### src/rtl/irq_dist_pkg.sv
package irq_dist_pkg;

    typedef enum logic [3:0] {
        RG_NONE, RG_CTRL, RG_TYPE, RG_SETEN, RG_CLREN,
        RG_SETPD, RG_CLRPD, RG_PRIO, RG_TGT, RG_CFG
    } region_e;

    // Region decode of a byte address; misaligned addresses hit nothing.
    function automatic region_e decode_region(input logic [11:0] a);
        region_e r;
        r = RG_NONE;
        if (a[1:0] == 2'b00) begin
            if (a[11:2] == 10'd0)           r = RG_CTRL;
            else if (a[11:2] == 10'd1)      r = RG_TYPE;
            else if (a[11:7] == 5'h02)      r = RG_SETEN;
            else if (a[11:7] == 5'h03)      r = RG_CLREN;
            else if (a[11:7] == 5'h04)      r = RG_SETPD;
            else if (a[11:7] == 5'h05)      r = RG_CLRPD;
            else if (a[11:10] == 2'b01)     r = RG_PRIO;
            else if (a[11:10] == 2'b10)     r = RG_TGT;
            else if (a[11:8] == 4'hC)       r = RG_CFG;
        end
        return r;
    endfunction

endpackage

### src/rtl/irq_dist_edge.sv
module irq_dist_edge #(
    parameter int N = 64
) (
    input  logic         clk,
    input  logic         rst_n,
    input  logic [N-1:0] lvl,
    output logic [N-1:0] rise
);
    logic [N-1:0] prev_d, prev_q;

    always_comb begin
        prev_d = lvl;
        rise   = lvl & ~prev_q;
    end

    always_ff @(posedge clk or negedge rst_n) begin
        if (!rst_n) prev_q <= '0;
        else        prev_q <= prev_d;
    end
endmodule

### src/rtl/irq_dist_pick.sv
module irq_dist_pick #(
    parameter int N    = 64,
    parameter int PW   = 8,
    localparam int IDW = $clog2(N)
) (
    input  logic [N-1:0]    cand,
    input  logic [N*PW-1:0] prio,
    output logic            valid,
    output logic [IDW-1:0]  id,
    output logic [PW-1:0]   best
);
    // Strict less-than in ascending ID order keeps the lowest ID on ties.
    always_comb begin
        valid = 1'b0;
        id    = '0;
        best  = '0;
        for (int i = 0; i < N; i++) begin
            if (cand[i] && (!valid || prio[i*PW +: PW] < best)) begin
                valid = 1'b1;
                id    = IDW'(i);
                best  = prio[i*PW +: PW];
            end
        end
    end
endmodule

### src/rtl/irq_dist.sv
module irq_dist
    import irq_dist_pkg::*;
#(
    parameter int NUM_IRQ = 64,
    parameter int NUM_CPU = 1,
    localparam int ID_W   = $clog2(NUM_IRQ)
) (
    input  logic               clk,
    input  logic               rst_n,
    input  logic               bus_wr,
    input  logic [11:0]        bus_addr,
    input  logic [31:0]        bus_wdata,
    output logic [31:0]        bus_rdata,
    input  logic [NUM_IRQ-1:0] irq_in,
    input  logic               ack,
    input  logic               eoi,
    input  logic [ID_W-1:0]    eoi_id,
    output logic               sel_valid,
    output logic [ID_W-1:0]    sel_id,
    output logic [7:0]         sel_prio
);
    localparam int NWORD     = NUM_IRQ / 32;
    localparam int PWORD     = NUM_IRQ / 4;
    localparam int CWORD     = NUM_IRQ / 16;
    localparam int FIRST_SPI = 32;

    typedef struct packed {
        logic                 ctrl_en;
        logic [NUM_IRQ-1:0]   en;
        logic [NUM_IRQ-1:0]   pend;
        logic [NUM_IRQ-1:0]   act;
        logic [NUM_IRQ-1:0]   edge_cfg;
        logic [NUM_IRQ*8-1:0] prio;
        logic [NUM_IRQ*8-1:0] tgt;
    } st_t;

    function automatic st_t st_reset();
        st_t s;
        s = '0;
        for (int i = 0; i < NUM_IRQ; i++) s.edge_cfg[i] = (i < FIRST_SPI);
        return s;
    endfunction

    st_t st_d, st_q;
    region_e rg;
    logic [4:0] wi;
    logic [7:0] pi;
    logic [5:0] ci;
    logic [NUM_IRQ-1:0] wmask, set_pd, clr_pd, ackm, eoim, rise, eff_pend, cand;

    // Signals brought out for the bound checker.
    logic               chk_ctrl_en;
    logic [NUM_IRQ-1:0] chk_en, chk_act;

    assign rg = decode_region(bus_addr);
    assign wi = bus_addr[6:2];
    assign pi = bus_addr[9:2];
    assign ci = bus_addr[7:2];

    irq_dist_edge #(.N(NUM_IRQ)) u_edge (
        .clk  (clk),
        .rst_n(rst_n),
        .lvl  (irq_in),
        .rise (rise)
    );

    assign eff_pend = (st_q.edge_cfg & st_q.pend) | (~st_q.edge_cfg & irq_in);
    assign cand     = eff_pend & st_q.en & ~st_q.act & {NUM_IRQ{st_q.ctrl_en}};

    irq_dist_pick #(.N(NUM_IRQ), .PW(8)) u_pick (
        .cand (cand),
        .prio (st_q.prio),
        .valid(sel_valid),
        .id   (sel_id),
        .best (sel_prio)
    );

    // Next-state process.
    always_comb begin
        st_d   = st_q;
        wmask  = '0;
        set_pd = '0;
        clr_pd = '0;
        for (int w = 0; w < NWORD; w++)
            if (int'(wi) == w) wmask[w*32 +: 32] = bus_wdata;
        if (bus_wr) begin
            case (rg)
                RG_CTRL:  st_d.ctrl_en = bus_wdata[0];
                RG_SETEN: st_d.en = st_q.en | wmask;
                RG_CLREN: st_d.en = st_q.en & ~wmask;
                RG_SETPD: set_pd = wmask;
                RG_CLRPD: clr_pd = wmask;
                RG_PRIO: begin
                    for (int w = 0; w < PWORD; w++)
                        if (int'(pi) == w) st_d.prio[w*32 +: 32] = bus_wdata;
                end
                RG_TGT: begin
                    for (int w = 0; w < PWORD; w++)
                        if (int'(pi) == w) st_d.tgt[w*32 +: 32] = bus_wdata;
                end
                RG_CFG: begin
                    for (int c = FIRST_SPI / 16; c < CWORD; c++)
                        if (int'(ci) == c)
                            for (int k = 0; k < 16; k++)
                                st_d.edge_cfg[c*16 + k] = bus_wdata[2*k + 1];
                end
                default: ;
            endcase
        end
        ackm = '0;
        if (ack && sel_valid) ackm[sel_id] = 1'b1;
        eoim = '0;
        if (eoi) eoim[eoi_id] = 1'b1;
        st_d.pend = ((st_q.pend & ~clr_pd & ~ackm) | set_pd | rise) & st_q.edge_cfg;
        st_d.act  = (st_q.act & ~eoim) | ackm;
    end

    // Read mux.
    always_comb begin
        bus_rdata = '0;
        case (rg)
            RG_CTRL: bus_rdata[0] = st_q.ctrl_en;
            RG_TYPE: begin
                bus_rdata[4:0] = 5'(NWORD - 1);
                bus_rdata[7:5] = 3'(NUM_CPU - 1);
            end
            RG_SETEN, RG_CLREN: begin
                for (int w = 0; w < NWORD; w++)
                    if (int'(wi) == w) bus_rdata = st_q.en[w*32 +: 32];
            end
            RG_SETPD, RG_CLRPD: begin
                for (int w = 0; w < NWORD; w++)
                    if (int'(wi) == w) bus_rdata = eff_pend[w*32 +: 32];
            end
            RG_PRIO: begin
                for (int w = 0; w < PWORD; w++)
                    if (int'(pi) == w) bus_rdata = st_q.prio[w*32 +: 32];
            end
            RG_TGT: begin
                for (int w = 0; w < PWORD; w++)
                    if (int'(pi) == w) bus_rdata = st_q.tgt[w*32 +: 32];
            end
            RG_CFG: begin
                for (int c = 0; c < CWORD; c++)
                    if (int'(ci) == c)
                        for (int k = 0; k < 16; k++)
                            bus_rdata[2*k + 1] = st_q.edge_cfg[c*16 + k];
            end
            default: ;
        endcase
    end

    always_ff @(posedge clk or negedge rst_n) begin
        if (!rst_n) st_q <= st_reset();
        else        st_q <= st_d;
    end

    assign chk_ctrl_en = st_q.ctrl_en;
    assign chk_en      = st_q.en;
    assign chk_act     = st_q.act;
endmodule

### config.mk
export PLATFORM = sky130hd
export DESIGN_NAME = irq_dist
export DESIGN_NICKNAME = d
export VERILOG_FILES = /design/src/rtl/irq_dist_pkg.sv /design/src/rtl/irq_dist_edge.sv /design/src/rtl/irq_dist_pick.sv /design/src/rtl/irq_dist.sv
export SDC_FILE = /design/constraint.sdc
export NUM_CORES = 2
export LEC_CHECK = 0
export BUFFER_PORTS_ARGS = -buffer_cell sky130_fd_sc_hd__buf_2
export CAP_MARGIN = 20
export CORE_MARGIN = 4
export CORE_UTILIZATION = 30
export CTS_CLUSTER_DIAMETER = 120
export CTS_CLUSTER_SIZE = 8
export DETAILED_ROUTE_END_ITERATION = 8
export PLACE_DENSITY = 0.53
export RECOVER_POWER = 25
export SKIP_LAST_GASP = 1
export SLEW_MARGIN = 10
export SYNTH_ARGS = -nofsm -noshare
export SYNTH_HDL_FRONTEND = slang
export SYNTH_SLANG_ARGS = --single-unit
### constraint.sdc
create_clock -name clk -period 273.5 [get_ports clk]
set_input_delay 54.7 -clock clk [delete_from_list [all_inputs] [get_ports clk]]
set_output_delay 54.7 -clock clk [all_outputs]
set_load 0.05 [all_outputs]
==> reports/qor.txt <==
Ratio of total power to cell area: 4.69 nW/um^2
DR vias/cell: 6.08
Clk slew on worst S/H paths: 0.06 ns
R2R Path End: st_q[1152]$_DFF_PN0_
Rows: 195
Post-DRT Antenna Nets: 0
Worst-path fanout max: 34
Sequential area share after synthesis: 38.3%
Post-Syn Area: 85700 sq um
Maximum root-to-sink buffer count: 3
Root Driver: clkbuf_16
Max Slew Vio Count: 617
Crit share post-route: 71.4%
Static leakage: 43.2 nW
Worst hold path type: reg2reg
Max Clock Skew: 0.0748 ns
Number of remaining DRC errors: 0
IO Pins: 166
CTS tree: yes
Setup bufs post-CTS: 0
Top FF cell, synth: dfrtp_1
Top cells by area, synth: dfrtp_1 (38%), mux2_2 (15%), ha_1 (4.8%)
Number of flops mapped to enable cells by yosys: 0
Status: complete, but fails checks
Worst-margin pin slew: 7.71 ns
Height of the die: 542 microns
Area growth, synth to finish: 10.6%
Die ar.: 294000 sq um
Initial Utilization: 30.3%
Setup TNS: 0 ns
RSZ-0062 raised after global routing: false
Final net count: 8849
Die Wd: 542 microns
Clk sinks: 1313
Share of cells above drive strength 1: 26.8%
Post-synth cell types: 194
Worst vdd ir: 0.00000694 V
Fin util: 33.5%
Placement Setup Slack: 81.42 ns
Final GP Congestion: 0.978
# hold bufs at CTS: 0
Initial antenna violation count: 62
Yosys top cell area share: 38.3%
Crit path to: sel_id[4]
Relative slew margins: -414%
First-pass GRT wire length: 577000 microns
Worst r2r src: chk_ctrl_en$_DFFE_PN0P_
Final Hold Viols: 0
Final worst slack: 78.32 ns
Crit. End Element: output pin
Worst R2R Path Depth: 610
Maxcap violations: 8
TritonCTS Buffers: 183
FF-to-FF setup slack: 132.75 ns
CP dominant cell by count: a21oi_1
Largest net degree at the start of global routing: 160
Post-synthesis cell count: 8442
Synthesized Nets: 8892
Number of storage elements in the synthesis netlist: 1313
GRT Total Usage: 27.4%
Setup CP Type: reg2out
Total gr overflow: 0
CP Data Arrival Time: 140.48 ns
Port bufs: 165
Detailed Place HPWL: 304000 microns
1st-iter DRT viols: 8907
Final Setup Violations: 0
Routed length per instance: 34.2 microns
# resized after CTS: 0
Area leader, netlist: dfrtp_1
Crit start category: register
Min cycle time layout: 195.18 ns
Routed vias: 74.1k
Critical Path RT: 218.80 ns
Avg Inst Size Synth: 10.2 sq um
Hold slack final: 0.465 ns
CP max-delay cell: o41ai_4
Vias in the first global route: 71.6k
Worst skew pair latency: 0.89 ns
Asr flop ratio synth: 100%
Slowest cell delay on critical path: 0.91 ns
H-tree depth: 4
Drt total wl: 417000 microns
Drt pass-1 iters: 7
Violations in the final reports: capacitance limit, slew limit
Core Area: 283000 sq um
Highest clock rate: 5.12 MHz
Synth warnings: 0
Worst Setup SP: chk_ctrl_en$_DFFE_PN0P_
worst max-delay path: cells and delay by family (launching register included):
family                     cells  cell delay [ns]
AOI/OAI and AO/OA            309            71.66
adders and majority gates     63            18.46
DFF                            1             0.47
and+or+nand+nor              174            35.40
muxes                         31             9.29
buffers and inverters         34             4.13
worst min-delay path by stage:
stage / start / to / slack (ns) / cells after the start
floorplan: u_edge.prev_q[10]$_DFF_PN0_ / st_q[1162]$_DFF_PN0_ / 0.45 / 1
global placement: u_edge.prev_q[24]$_DFF_PN0_ / st_q[1176]$_DFF_PN0_ / 0.46 / 1
detailed placement: u_edge.prev_q[18]$_DFF_PN0_ / st_q[1170]$_DFF_PN0_ / 0.46 / 1
CTS: u_edge.prev_q[18]$_DFF_PN0_ / st_q[1170]$_DFF_PN0_ / 0.47 / 1
global route: u_edge.prev_q[18]$_DFF_PN0_ / st_q[1170]$_DFF_PN0_ / 0.47 / 1
finish: u_edge.prev_q[18]$_DFF_PN0_ / st_q[1170]$_DFF_PN0_ / 0.47 / 1
cell usage in the layout (no fill, tap or decap), drive strengths merged, types with 51 or more instances in the layout:
cell and instances:
inv 355, a22oi 176, nor2 495, dfrtp 1313, a21o 115, o21ai 593
nor3 92, mux2 1151, a221oi 70, and2 74, or3 51, a21oi 502
o22ai 72, a31oi 222, ha 331, clkbuf 253, o211ai 57, buf 283
nand2 629, nand4 70, nand3 136, o221ai 131, nor2b 65, nand2b 65
mux2i 224
where the power goes:
| part | internal (W) | leakage (nW) | switching (W) | total (W) |
|---|---|---|---|---|
| Combinational | 0.00000761 | 22.7 | 0.0000271 | 0.0000348 |
| Clock | 0.000122 | 2.46 | 0.0000916 | 0.000213 |
| Sequential | 0.000196 | 18.0 | 0.000000669 | 0.000196 |
kinds of logic after synthesis:
kind of cell             share of synthesized area (%)
AND/OR/NAND/NOR                                   11.9
adder cells (fa/ha/maj)                           5.09
XOR/XNOR                                         0.387
multiplexers                                      18.7
AO/OA/AOI/OAI                                     20.3
buffers and inverters                             5.27
flip-flops                                        38.3
cell usage after synthesis, types with 99 or more instances:
library cell,number
dfrtp_1,1313
mux2_2,1131
nand2_1,620
o21ai_0,492
nor2_1,486
a21oi_1,485
inv_1,350
clkbuf_1,349
ha_1,331
a31oi_1,214
mux2i_1,211
a22oi_1,174
nand3_1,126
o221ai_1,102
buf_1,99
state kept, by name (all words and copies together) (netlist names), named ones only:
register	flops
u_edge.prev_q	64
chk_ctrl_en	1
st_q	1120
chk_act	64
per-stage QoR:
step	power [W]	area [sq um]	instances
after global routing	0.000456	94700	12200
after global placement	0.000234	89700	12000
final	0.000445	94800	12200
after CTS	0.000447	94800	12200
after detailed placement	0.000234	89700	12000
after floorplan	0.000216	85700	8442
area by class of cell:
cell class | count | area (sq um)
Fill cell | 28800 | 188000
Multi-Input combinational cell | 6200 | 48600
Sequential cell | 1313 | 32900
Clock buffer | 187 | 4640
Clock inverter | 16 | 429
Timing Repair Buffer | 349 | 2160
Tap cell | 3743 | 4680
Inverter | 352 | 1320
Antenna cell | 32 | 80.1
metal layers:
layer	share of wire (%)	vias up	GRT usage, %
li1	-	31400	-
met4	5.7	20	13.5
met5	0.031	-	0
met3	8.0	802	5.65
met2	44	3621	42.0
met1	42	38300	36.6
No activity file was read; power rests on OpenSTA's default activity.
